--- src/rtl/scan_irq_pkg.sv ---
package scan_irq_pkg;
  localparam int CFG_W  = 32;
  localparam int NUM_CH = 2;

  // bit position of each channel's target field in the config word
  function automatic int ch_lsb(input int ch);
    return (ch == 0) ? 16 : 0;
  endfunction
endpackage

--- src/rtl/sirq_line_edge.sv ---
module sirq_line_edge #(
  parameter int LINE_W = 10
) (
  input  logic              clk_i,
  input  logic              rst_ni,
  input  logic [LINE_W-1:0] line_i,
  output logic              start_o
);
  logic [LINE_W-1:0] line_q;

  always_ff @(posedge clk_i or negedge rst_ni) begin
    if (!rst_ni) line_q <= '0;
    else         line_q <= line_i;
  end

  assign start_o = (line_i != line_q);
endmodule

--- src/rtl/sirq_cfg.sv ---
module sirq_cfg
  import scan_irq_pkg::*;
#(
  parameter int LINE_W = 10
) (
  input  logic                           clk_i,
  input  logic                           rst_ni,
  input  logic                           wr_i,
  input  logic [CFG_W-1:0]               data_i,
  output logic [NUM_CH-1:0][LINE_W-1:0]  tgt_o,
  output logic [NUM_CH-1:0][LINE_W-1:0]  tgt_nxt_o,
  output logic                           seen_o
);
  logic [NUM_CH-1:0][LINE_W-1:0] tgt_q;
  logic                          seen_q;
  logic [CFG_W-1:0]              used_mask;
  logic                          unused_bits;

  always_comb begin
    used_mask = '0;
    for (int c = 0; c < NUM_CH; c++) begin
      for (int b = 0; b < LINE_W; b++) used_mask[ch_lsb(c)+b] = 1'b1;
    end
  end
  assign unused_bits = ^(data_i & ~used_mask);

  for (genvar g = 0; g < NUM_CH; g++) begin : g_field
    assign tgt_nxt_o[g] = wr_i ? data_i[ch_lsb(g) +: LINE_W] : tgt_q[g];
  end

  always_ff @(posedge clk_i or negedge rst_ni) begin
    if (!rst_ni) begin
      tgt_q  <= '0;
      seen_q <= 1'b0;
    end else begin
      tgt_q <= tgt_nxt_o;
      if (wr_i) seen_q <= 1'b1;
    end
  end

  assign tgt_o  = tgt_q;
  assign seen_o = seen_q;
endmodule

--- src/rtl/sirq_chan.sv ---
module sirq_chan #(
  parameter int LINE_W = 10
) (
  input  logic              clk_i,
  input  logic              rst_ni,
  input  logic [LINE_W-1:0] tgt_i,
  input  logic [LINE_W-1:0] tgt_nxt_i,
  input  logic              arm_i,
  input  logic [LINE_W:0]   total_i,
  input  logic [LINE_W-1:0] line_i,
  input  logic              field_odd_i,
  input  logic              interlace_i,
  input  logic              start_i,
  output logic              irq_o
);
  logic            armed_q;
  logic            irq_q;
  logic [LINE_W:0] hit_line;
  logic            in_range;
  logic            fire;

  // interlaced: target counts frame lines, raster counts field-interleaved lines
  assign hit_line = interlace_i ? {tgt_i, field_odd_i} : {1'b0, tgt_i};
  assign in_range = ({1'b0, tgt_i} < total_i);
  assign fire     = armed_q & start_i & in_range & (hit_line == {1'b0, line_i});

  always_ff @(posedge clk_i or negedge rst_ni) begin
    if (!rst_ni) begin
      armed_q <= 1'b0;
      irq_q   <= 1'b0;
    end else begin
      if (arm_i) armed_q <= ({1'b0, tgt_nxt_i} < total_i);
      irq_q <= fire;
    end
  end

  assign irq_o = irq_q;
endmodule

--- src/rtl/scan_irq_gen.sv ---
module scan_irq_gen
  import scan_irq_pkg::*;
#(
  parameter int LINE_W = 10
) (
  input  logic              clk_i,
  input  logic              rst_ni,
  input  logic [LINE_W-1:0] line_i,
  input  logic              field_odd_i,
  input  logic              interlace_i,
  input  logic [LINE_W:0]   total_lines_i,
  input  logic              cfg_wr_i,
  input  logic [CFG_W-1:0]  cfg_data_i,
  input  logic              geom_wr_i,
  output logic              irq1_o,
  output logic              irq2_o
);
  logic [NUM_CH-1:0][LINE_W-1:0] tgt_q;
  logic [NUM_CH-1:0][LINE_W-1:0] tgt_nxt;
  logic                          cfg_seen;
  logic                          line_start;
  logic                          arm;
  logic [NUM_CH-1:0]             irq;

  sirq_line_edge #(.LINE_W(LINE_W)) u_edge (
    .clk_i   (clk_i),
    .rst_ni  (rst_ni),
    .line_i  (line_i),
    .start_o (line_start)
  );

  sirq_cfg #(.LINE_W(LINE_W)) u_cfg (
    .clk_i     (clk_i),
    .rst_ni    (rst_ni),
    .wr_i      (cfg_wr_i),
    .data_i    (cfg_data_i),
    .tgt_o     (tgt_q),
    .tgt_nxt_o (tgt_nxt),
    .seen_o    (cfg_seen)
  );

  // geometry strobe only re-arms once software has configured the block
  assign arm = cfg_wr_i | (geom_wr_i & cfg_seen);

  for (genvar g = 0; g < NUM_CH; g++) begin : g_ch
    sirq_chan #(.LINE_W(LINE_W)) u_chan (
      .clk_i       (clk_i),
      .rst_ni      (rst_ni),
      .tgt_i       (tgt_q[g]),
      .tgt_nxt_i   (tgt_nxt[g]),
      .arm_i       (arm),
      .total_i     (total_lines_i),
      .line_i      (line_i),
      .field_odd_i (field_odd_i),
      .interlace_i (interlace_i),
      .start_i     (line_start),
      .irq_o       (irq[g])
    );
  end

  assign irq1_o = irq[0];
  assign irq2_o = irq[1];
endmodule

--- config.mk ---
export PLATFORM = sky130hd
export DESIGN_NAME = scan_irq_gen
export DESIGN_NICKNAME = d
export VERILOG_FILES = /design/src/rtl/scan_irq_pkg.sv /design/src/rtl/sirq_line_edge.sv /design/src/rtl/sirq_cfg.sv /design/src/rtl/sirq_chan.sv /design/src/rtl/scan_irq_gen.sv
export SDC_FILE = /design/constraint.sdc
export NUM_CORES = 1
export LEC_CHECK = 0
export BUFFER_PORTS_ARGS = -buffer_cell sky130_fd_sc_hd__buf_2
export CAP_MARGIN = 30
export CORE_UTILIZATION = 45
export DETAILED_ROUTE_END_ITERATION = 8
export GPL_ROUTABILITY_DRIVEN = 0
export PLACE_DENSITY = 0.71
export RECOVER_POWER = 50
export SYNTH_ARGS = -nofsm -noshare
export SYNTH_HDL_FRONTEND = slang
export SYNTH_SLANG_ARGS = --single-unit
--- constraint.sdc ---
create_clock -name clk_i -period 3.4 [get_ports clk_i]
set_input_delay 0.68 -clock clk_i [delete_from_list [all_inputs] [get_ports clk_i]]
set_output_delay 0.68 -clock clk_i [all_outputs]
set_load 0.05 [all_outputs]
==> out/qor.csv <==
metric,value,unit
Max Clk Rate,422,MHz
Wirelength per Cell,15.6,µm
hold path endpoint,u_cfg.seen_o,
Layout area overhead,14.6,%
Slowest cell on crit path,mux2_2,
Port Buf Inserts,48,
final wirelength,5620,µm
Yosys Warn Count,0,
Slew HR,-25.3,%
diode count,0,
"area leader, netlist",dfrtp_1,
GRT Residual Overflow,0,
worst vdd ir,182,µV
Setup crit start kind,primary input,
fraction of layout cells with a size suffix above 1,23.0,%
fin nets,381,
CTS root buffer,clkbuf_8,
Critical R2R Capture,g_ch[0].u_chan.armed_q,
Sum Neg Setup Slack,0,ps
iteration count of the initial detailed-routing pass,4,
Post-CTS Hold Buffers,0,
"Primary FF master, synth",dfrtp_1,
mean area per synthesized cell,10.9,µm²
crit path cell chain,buf_2 -> mux2_2 -> ha_1 -> a21o_1 -> a21o_1 -> a21oi_1 -> nor2_1 -> o41ai_1,
FF-to-FF Start,u_cfg.tgt_o[4],
final period utilization,69.8,%
worst hold stages,1,
CP most frequent cell,a21o_1,
Compound-Gate Fraction of Synth Area,11.2,%
worst stage delay on the critical path,380,ps
number of setup buffers added after CTS,0,
Cell Pwr Density,380,nW/µm²
Worst Path Arrival,2550,ps
Row Count,27,
Worst Skew,5.09,ps
failing checks,"capacitance limit, slew limit",
Longest Clk Path Bufs,2,
Crit path required time,3580,ps
TritonCTS buffer count,5,
Yosys cell types,35,
RSZ-0062 raised after global routing,false,
full die area,6020,µm²
vias,1947,
Slew Limit Fails,36,
syn_nets,331,
IO Count,61,
Setup Viol. Count Final,0,
global-route wire length before repair,9030,µm
R2R Setup Slk,1330,ps
post-synth top area share,34.1,%
final hold violation count,0,
"Reg clk slew, reported paths",70,ps
largest family of logic cells by synthesized area,adder cells,
worst min path class,register to register,
largest net degree at the start of global routing,36,
Routed Antenna Nets,0,
DR DRC count,0,
gr usage total,19.7,%
leakage power,1.40,nW
ranking of synthesized cells by area,"dfrtp_1 34%, ha_1 18%, xnor2_1 8.2%, mux2_2 7.9%, mux2i_1 5.8%",
Mapped Area,2570,µm²
slew at the pin closest to its max-slew limit,1880,ps
die width,77.6,µm
worst setup path class,primary input to register,
core area,5510,µm²
Filler cells,515,
mux contribution to synthesized area,13.7,%
Post-Synth XOR/XNOR Area,11.6,%
sequential cell area fraction in the yosys report,34.1,%
min-delay src,u_cfg.seen_o,
async set-reset flop share out of synthesis,100,%
clock period minus worst slack,2370,ps
DR iter-0 viols,62,
cts repair resizes,0,
CTS H-tree lvls,2,
initial antenna violation count,0,
dpl hpwl,4520,µm
Synth Instances,236,
Starting Density,46.7,%
Max-cap violations,1,
CP Capture Type,register,
adder-cell share of the synthesized area,17.5,%
outcome,finished with violations,
die height,77.6,µm
Skew-Pair Late Insertion Delay,280,ps
"flops & latches, synth",35,
simple-gate share of the synthesized area,8.32,%
"critical path fanouts, max",10,
vias in the first global route,1890,
Post-synth EDFFs,0,
Sink Count,35,
WHS,465,ps
vias per std cell,5.42,
CTS tree,yes,
worst reg2reg path depth,7,
-- metal layers --
layer	up-vias	GRT usage (%)	part of all wire (%)	wire, µm
li1	968	-	-	-
met1	933	25.8	48	2690
met3	6	3.41	3.1	172
met5	-	0	0	0
met2	40	32.8	48	2680
met4	0	6.23	1.3	72
-- layout make-up --
| type | count | area (µm²) | area share, % |
|---|---|---|---|
| inverters | 12 | 45.0 | 1.53 |
| multi-input cells | 183 | 1600 | 54.4 |
| well taps | 72 | 90.1 | 3.06 |
| flip-flops and latches | 35 | 876 | 29.7 |
| repair buffers | 49 | 234 | 7.94 |
| clock buffers | 8 | 100 | 3.40 |
-- placed cells by master (no fill, tap or decap), types with 4 or more instances in the layout --
cell / count
nor4_1: 4
mux2i_1: 15
xnor2_1: 24
nand2_1: 5
nand4_1: 7
nand4b_1: 4
clkbuf_8: 7
o21ai_0: 5
inv_1: 12
mux2_2: 18
buf_2: 37
clkbuf_1: 12
nor2_1: 10
dfrtp_1: 35
ha_1: 36
a21o_1: 12
a21oi_1: 11
xor2_1: 10
-- worst max-delay path by stage --
stage	from	endpoint	slack [ps]	cells after the start
floorplan	cfg_wr_i	g_ch[0].u_chan.armed_q	850	8
global placement	cfg_wr_i	g_ch[0].u_chan.armed_q	720	8
detailed placement	cfg_wr_i	g_ch[0].u_chan.armed_q	710	8
CTS	cfg_wr_i	g_ch[0].u_chan.armed_q	1010	8
global route	cfg_wr_i	g_ch[0].u_chan.armed_q	880	7
finish	cfg_wr_i	g_ch[0].u_chan.armed_q	1030	8
-- per-stage QoR --
step	setup slack [ps]	util, %	instance area (µm²)	std cells	power [mW]
2_1_floorplan	850	-	2570	236	0.699
3_3_place_gp	723	52.0	2860	351	0.789
3_5_place_dp	707	52.0	2860	351	0.799
4_1_cts	1010	53.8	2960	359	1.13
5_1_grt	884	53.5	2950	359	1.18
6_report	1030	53.5	2950	359	1.12
-- where the power goes --
group | leakage, nW | switching (mW) | total, mW | internal [mW]
Combinational | 0.943 | 0.153 | 0.302 | 0.149
Sequential | 0.410 | 0.0360 | 0.485 | 0.449
Clock | 0.0515 | 0.146 | 0.331 | 0.185
Total | 1.40 | 0.335 | 1.12 | 0.784
-- critical path, delay by kind of cell --
family	cells	cell delay [ps]
AOI/OAI and AO/OA	4	880
muxes	1	380
adders and majority gates	1	300
buffers and inverters	1	240
and+or+nand+nor	1	60
-- flip-flops by register name, summed over array words and instances (netlist names) --
name,count
u_cfg.tgt_o,20
u_edge.line_q,10
g_ch.u_chan.armed_q,2
g_ch.u_chan.irq_o,2
u_cfg.seen_o,1
-- synth_stat cells (2+ instances only) --
library cell / instances
a211oi_1: 3
nand2b_1: 3
nor4_1: 4
a21o_1: 12
xnor2_1: 24
nor2_1: 10
mux2_2: 18
ha_1: 36
o41ai_1: 2
inv_1: 12
dfrtp_1: 35
nand2_1: 5
nand4b_1: 4
a2111oi_0: 2
mux2i_1: 15
o21ai_0: 5
nand4_1: 7
a21oi_1: 11
clkbuf_1: 2
xor2_1: 10
o221ai_1: 2
-- kinds of logic after synthesis --
kind of cell,Yosys count
DFF,35
buffers and inverters,18
and+or+nand+nor,38
adders and majority gates,36
AOI/OAI and AO/OA,42
muxes,33
xor gates and xnor gates,34
Power figures use the tool's default switching activity.
